--- src/rtl/nbr_pe_pkg.sv ---
package nbr_pe_pkg;
  localparam int unsigned NBR_N    = 8;
  localparam int unsigned THR_W    = 3;
  localparam int unsigned MEM_D    = 16;
  localparam int unsigned ADDR_W   = $clog2(MEM_D);
  localparam int unsigned FN_W     = 4;
  localparam int unsigned CNT_W    = $clog2(NBR_N + 1);
endpackage

--- src/rtl/nbr_count.sv ---
module nbr_count #(
  parameter int unsigned N     = 8,
  parameter int unsigned THR_W = 3
) (
  input  logic             rst_ni,
  input  logic [N-1:0]     nbr_i,
  input  logic [N-1:0]     en_i,
  input  logic [THR_W-1:0] thr_i,
  output logic             hit_o
);
  localparam int unsigned CNT_W = $clog2(N + 1);

  logic [N-1:0]     gated;
  logic [CNT_W-1:0] cnt;

  assign gated = nbr_i & en_i;

  always_comb begin
    cnt = '0;
    for (int i = 0; i < int'(N); i++) cnt = cnt + CNT_W'(gated[i]);
  end

  assign hit_o = (cnt > CNT_W'(thr_i));


  always_comb begin
    if (rst_ni && en_i == '0) no_en_no_hit_chk: assert (!hit_o);
  end
endmodule

--- src/rtl/bit_mem.sv ---
module bit_mem #(
  parameter int unsigned DEPTH  = 16,
  parameter int unsigned ADDR_W = $clog2(DEPTH)
) (
  input  logic              clk_i,
  input  logic              rst_ni,
  input  logic              we_i,
  input  logic [ADDR_W-1:0] addr_i,
  input  logic              wdata_i,
  output logic              rd_o
);
  logic [DEPTH-1:0] mem_q;

  always_ff @(posedge clk_i or negedge rst_ni) begin
    if (!rst_ni)   mem_q <= '0;
    else if (we_i) mem_q[addr_i] <= wdata_i;
  end

  assign rd_o = mem_q[addr_i];


  mem_hold_chk: assert property (@(posedge clk_i) disable iff (!rst_ni)
    !we_i |=> $stable(mem_q));

  mem_write_chk: assert property (@(posedge clk_i) disable iff (!rst_ni)
    we_i |=> mem_q[$past(addr_i)] == $past(wdata_i));
endmodule

--- src/rtl/bool_unit.sv ---
module bool_unit #(
  parameter int unsigned OUTS = 2
) (
  input  logic            a_i,
  input  logic            b_i,
  input  logic [4*OUTS-1:0] fn_i,
  output logic [OUTS-1:0] y_o
);
  logic [1:0] idx;
  assign idx = {a_i, b_i};

  for (genvar g = 0; g < int'(OUTS); g++) begin : g_fn
    logic [3:0] tt;
    assign tt     = fn_i[4*g +: 4];
    assign y_o[g] = tt[idx];
  end
endmodule

--- src/rtl/nbr_thresh_pe.sv ---
module nbr_thresh_pe
  import nbr_pe_pkg::*;
(
  input  logic              clk_i,
  input  logic              rst_ni,
  input  logic [NBR_N-1:0]  nbr_i,
  input  logic [NBR_N-1:0]  nbr_en_i,
  input  logic [THR_W-1:0]  thresh_i,
  input  logic              load_a_i,
  input  logic              load_b_i,
  input  logic              clr_b_i,
  input  logic              write_d_i,
  input  logic [ADDR_W-1:0] addr_i,
  input  logic [FN_W-1:0]   fn_nbr_i,
  input  logic [FN_W-1:0]   fn_mem_i,
  output logic [NBR_N-1:0]  nbr_o,
  output logic              rd_bit_o,
  output logic              a_o,
  output logic              b_o
);
  logic       a_q, b_q, hit, op_b, mem_bit;
  logic [1:0] fn_y;

  nbr_count #(.N(NBR_N), .THR_W(THR_W)) i_count (
    .rst_ni (rst_ni),
    .nbr_i  (nbr_i),
    .en_i   (nbr_en_i),
    .thr_i  (thresh_i),
    .hit_o  (hit)
  );

  assign op_b = b_q | hit;

  bool_unit #(.OUTS(2)) i_bool (
    .a_i  (a_q),
    .b_i  (op_b),
    .fn_i ({fn_mem_i, fn_nbr_i}),
    .y_o  (fn_y)
  );

  bit_mem #(.DEPTH(MEM_D), .ADDR_W(ADDR_W)) i_mem (
    .clk_i   (clk_i),
    .rst_ni  (rst_ni),
    .we_i    (write_d_i),
    .addr_i  (addr_i),
    .wdata_i (fn_y[1]),
    .rd_o    (mem_bit)
  );

  always_ff @(posedge clk_i or negedge rst_ni) begin
    if (!rst_ni) begin
      a_q <= 1'b0;
      b_q <= 1'b0;
    end else begin
      if (load_a_i) a_q <= mem_bit;
      if (clr_b_i)       b_q <= 1'b0;
      else if (load_b_i) b_q <= mem_bit;
    end
  end

  assign nbr_o    = {NBR_N{fn_y[0]}};
  assign rd_bit_o = mem_bit;
  assign a_o      = a_q;
  assign b_o      = b_q;


  clr_b_chk: assert property (@(posedge clk_i) disable iff (!rst_ni)
    clr_b_i |=> !b_q);

  load_a_chk: assert property (@(posedge clk_i) disable iff (!rst_ni)
    load_a_i |=> a_q == $past(mem_bit));

  a_hold_chk: assert property (@(posedge clk_i) disable iff (!rst_ni)
    !load_a_i |=> $stable(a_q));

  always_comb begin
    if (rst_ni) nbr_uniform_chk: assert (nbr_o == '0 || nbr_o == '1);
  end
endmodule

--- config.mk ---
export PLATFORM = sky130hd
export DESIGN_NAME = nbr_thresh_pe
export DESIGN_NICKNAME = d
export VERILOG_FILES = /design/src/rtl/nbr_pe_pkg.sv /design/src/rtl/nbr_count.sv /design/src/rtl/bit_mem.sv /design/src/rtl/bool_unit.sv /design/src/rtl/nbr_thresh_pe.sv
export SDC_FILE = /design/constraint.sdc
export NUM_CORES = 1
export LEC_CHECK = 0
export BUFFER_PORTS_ARGS = -buffer_cell sky130_fd_sc_hd__buf_2
export CAP_MARGIN = 20
export CELL_PAD_IN_SITES_DETAIL_PLACEMENT = 1
export CELL_PAD_IN_SITES_GLOBAL_PLACEMENT = 1
export CORE_AREA = 2 2 60 62
export DETAILED_ROUTE_END_ITERATION = 6
export DIE_AREA = 0 0 62 64
export MAX_ROUTING_LAYER = met4
export PLACE_DENSITY_LB_ADDON = 0.1
export SLEW_MARGIN = 5
export SYNTH_ARGS = -nofsm -noshare
export SYNTH_HDL_FRONTEND = slang
export SYNTH_SLANG_ARGS = --single-unit
--- constraint.sdc ---
create_clock -name clk_i -period 11.4 [get_ports clk_i]
set_input_delay 1.14 -clock clk_i [delete_from_list [all_inputs] [get_ports clk_i]]
set_output_delay 1.14 -clock clk_i [all_outputs]
set_load 0.05 [all_outputs]
== Word-level counts from Yosys, hierarchy flattened ==
Cells that the tools add are included.
Word-level totals
  input port bits: 37
  memories: 0
  output and inout port bits: 11
  bits in read-only memories: 0
  memory bits (writable): 0
  word-level logic and storage cells: 29
  bits in registers: 18
  latch bits: 0
Operators by class
  $lt $le $gt $ge: 4
  muxes and demuxes: 11
  shift-type cells: 0
  add/subtract/negate cells: 7
  reduce and logical (&&, ||, !) cells: 2
  eq/ne operators: 0
  multipliers: 0
  bitwise logic cells: 2
  div/mod/pow operators: 0
Operator list (number)
  adder 4 x 1 -> 4 bit: 6
  bitwise mux 16 bit: 1
  AND 8 bit: 1
  2-to-1 mux 1 bit: 6
  less-than comparator 4 x 5 -> 1 bit, second input constant: 1
  binary-select mux 1 bit (select 2 bit): 2
  binary-select mux 1 bit (select 4 bit): 1
  demux 1 bit (select 4 bit): 1
  greater-or-equal comparator 4 x 1 -> 1 bit, second input constant: 1
  > comparator 4 x 3 -> 1 bit: 1
  less-than comparator 2 x 3 -> 1 bit, second input constant: 1
  adder 1 x 1 -> 2 bit: 1
  nonzero test 2 bit: 1
  logical AND 1 bit: 1
  bitwise OR 1 bit: 1

== Logic depth before layout (Yosys ltp) ==
  word-level depth: 13
  depth in mapped cells: 15
  depth with buffers taken out: 14

== Hierarchy ==
Synthesis repeated with hierarchy kept, for this count alone.
Second synthesis, totals
  cell total of the unflattened synthesis: 118
  area, all modules: 1320.0 um2
Modules (own cells, without submodules)
  bit_mem: times used 1, area each 857.1 um2, sequential area each 400.4 um2, cells an instance 71
  nbr_count: times used 1, area each 272.8 um2, sequential area each 0.0 um2, cells an instance 32
  nbr_thresh_pe: times used 1, area each 137.6 um2, sequential area each 50.0 um2, cells an instance 13
  bool_unit: times used 1, area each 52.6 um2, sequential area each 0.0 um2, cells an instance 2

== Least setup slack after synthesis ==
Ideal clock, no wire load.
  path kind: input to output
  from: in nbr_i[0]
  to: out nbr_o[1]
  path slack: 5012 ps
  arrival: 5248 ps
  required time: 10260 ps
  cell stages on the path: 14
  cells stage by stage: and2_1 > ha_1 > inv_1 > fa_1 > fa_1 > fa_1 > fa_1 > xnor2_1 > ha_1 > nand3b_1 > a32oi_1 > nor2_1 > mux4_2 > buf_4
Between the ends
  longest elaborated chain between the ends: 12
Ends and longest elaborated chain
  start: declaration: line nbr_thresh_pe.sv:6  | input logic [NBR_N-1:0] nbr_i,
  AND 8 bit: line nbr_count.sv:16  | assign gated = nbr_i & en_i;
  adder 1 x 1 -> 2 bit: line nbr_count.sv:20  | for (int i = 0; i < int'(N); i++) cnt = cnt + CNT_W'(gated[i]);
  adder 4 x 1 -> 4 bit (6 in series): line nbr_count.sv:20
  > comparator 4 x 3 -> 1 bit: line nbr_count.sv:23  | assign hit_o = (cnt > CNT_W'(thr_i));
  bitwise OR 1 bit: line nbr_thresh_pe.sv:32  | assign op_b = b_q | hit;
  binary-select mux 1 bit (select 2 bit): line bool_unit.sv:15  | assign y_o[g] = tt[idx];
  2-to-1 mux 1 bit (implied by the code): line bool_unit.sv:15
  end: declaration: line nbr_thresh_pe.sv:16  | output logic [NBR_N-1:0] nbr_o,
Every way passes these cells. The select of a mux whose other input is x is not followed.

== Worst setup path after layout ==
  from: in nbr_i[0]
  to: out nbr_o[7]
The elaborated chain is that of the path after synthesis.

==> run summary <==
Highest Clock Rate = 155.3 MHz
most common cell after layout, fill and taps aside = buf_2
Hold Crit Class = flop to flop
FF+latch count, synth = 18
critical path buffer and inverter count = 3
critical path peak fanout = 8
Peak supply drop = 0.08493 mV
Routed WL = 3057 um
Worst-Skew Late Latency = 300 ps
Post-DRT Antenna Nets = 0
most frequent cells in the layout = 47 x buf_2, 18 x dfrtp_1, 16 x o21ai_0, 16 x o41ai_1, 8 x nand2_1
Vias/cell = 5.405
Place WS = 4919 ps
All-Layer GR Usage = 17.35%
Final period util = 56.47%
initial antenna violation count = 0
Final setup viols = 0
core area = 3284 sq um
Post-CTS Hold Buffers = 0
I/O pin total = 48
CP Data Required Time = 10260 ps
Post-Syn Area = 1285 sq um
Crit Path Class = primary input to output port
Die X = 62 um
DR DRC count = 0
via count = 1081
max cap viols = 0
Fin Hold WS = 516.5 ps
hold_sp = i_mem.mem_q[4]
Layout area overhead = 18.11%
cts bufs inserted = 3
layout cells sized above 1 = 38.31%
Iter 0 DRT Violations = 26
Yosys warning count = 0
Rel. slew slack = 34.90%
die area = 3968 sq um
min Tclk post-route = 6437 ps
Starting Density = 39.12%
Synth Instances = 117
Worst Max-Slew Pin Slew = 976.5 ps
clock transition at the registers of the reported paths = 100 ps
family with the most delay on the worst path = adder cells
CTS max path bufs = 2
most used cell, CP = fa_1
die height = 64 um
CP startpoint = nbr_i[0]
slowest stage delay, CP = 510 ps
Worst Setup End Kind = output port
Setup Buffers After CTS = 0
cells along the critical path = buf_2 -> and2_1 -> ha_1 -> inv_1 -> fa_1 -> fa_1 -> fa_1 -> fa_1 -> xnor2_1 -> ha_1 -> nand3b_1 -> a32oi_1 -> nor2_1 -> mux4_2 -> buf_2
CP Depth = 15
Post-Route Utilization = 46.21%
syn_nets = 164
total power = 0.3475 mW
crit path launch type = primary input
Post-Syn Area per Cell = 10.98 sq um
post-cts resize count = 0
Cells on Worst Hold Path = 2
layout filler cell count = 390
largest net degree at the start of global routing = 19
H-tree levels = 1
unrepaired setup endpoints after global routing = false
final setup TNS = 0 ps
Final Hold Viols = 0
HPWL after detailed placement = 2427 um
detailed-route wire length per cell = 15.29 um
Worst Skew = 3.401 ps
Slew Viols, Final = 0
DRT Pass-1 Iters = 4
port buffer count = 47
placer's final routability congestion estimate = 0.7388
fin worst setup slack = 4963 ps
Rows = 21
R2R cell count = 4
crit path DAT = 5300 ps
first-pass GRT wire length = 4940 um
TritonCTS Sinks = 18
Antenna Diode Count = 0
crit path max-delay cell type = fa_1
Critical R2R Launch = b_o
status = completed
Yosys cell types = 29
TritonCTS clock tree = yes
Lkg Pwr = 0.7020 nW
Overflow after GRT = 0
sequential element share of the synthesized area = 35.05%
Power Density = 229.0 nW/um^2
vias in the first global route = 1103
final-stage net count = 203
root buffer cell = clkbuf_4
Yosys cell counts:
cell,count,area [sq um]
buf_1,1,3.750
o41ai_1,16,140.1
inv_1,7,26.28
a2111oi_4,1,27.53
or2b_1,1,7.510
xnor2_1,1,8.760
nand2_1,8,30.03
buf_6,1,11.26
dfrtp_1,18,450.4
buf_4,7,52.55
o21ai_1,1,5.000
mux2i_1,2,20.02
or2_2,1,6.260
nand3_1,1,5.000
nand2b_1,1,6.260
fa_1,4,80.08
a32oi_1,1,8.760
clkbuf_1,4,15.01
nor2b_1,1,6.260
o21ai_0,16,80.08
ha_1,6,75.07
or3b_1,1,8.760
nand3b_1,3,22.52
and2_1,2,12.51
a21oi_1,2,10.01
mux2_4,1,15.01
nor2_1,2,7.510
mux4_2,6,135.1
o21a_1,1,7.510
sequential cells by signal (all words and copies together) (netlist names):
register and cells:
i_mem.mem_q 16, a_o 1, b_o 1
power breakdown:
part / internal (mW) / switching (mW)
Sequential: 0.0919 / 0.0167
Combinational: 0.0683 / 0.138
Clock: 0.0123 / 0.0200
logic make-up after synthesis:
family          after synthesis  synth area share [%]
compound gates               38                 21.71
simple gates                 21                 8.764
buf+inv                      20                 8.471
flops                        18                 35.05
fa+ha+maj                    10                 12.07
mux                           9                 13.24
xor+xnor                      1                0.6817
worst paths after layout:
path                                        end  slack (ps)
worst max-delay path                   nbr_o[7]        4960
worst min register to register   i_mem.mem_q[4]         520
worst min-delay path             i_mem.mem_q[4]         520
max in group asynchronous       i_mem.mem_q[10]       10360
worst max register to register  i_mem.mem_q[14]        9450
min in group asynchronous       i_mem.mem_q[15]         750
worst register-to-register path, stage by stage (launching register included):
cell	delay [ps]
dfrtp_1	410
a21oi_1	130
o21ai_1	160
a2111oi_4	920
o41ai_1	190
through the flow:
stage / area, sq um / cells
finish: 1518 / 200
global route: 1518 / 200
CTS: 1518 / 200
detailed placement: 1495 / 197
global placement: 1495 / 197
floorplan: 1285 / 117
routing by layer:
layer | vias up | GRT usage, % | wire [um]
li1 | 521 | - | -
met5 | - | - | 0
met3 | 4 | 1.417 | 216
met4 | 0 | 8.777 | 65
met2 | 40 | 28.39 | 1457
met1 | 516 | 20.76 | 1316
cell type report:
cell class	count	area, sq um	area share [%]
flip-flops and latches	18	450.4	29.68
well taps	46	57.56	3.792
repair buffers	47	235.2	15.50
inverters	7	26.28	1.731
clock buffers	3	22.52	1.484
multi-input cells	79	725.7	47.82
Power figures use the tool's default switching activity.
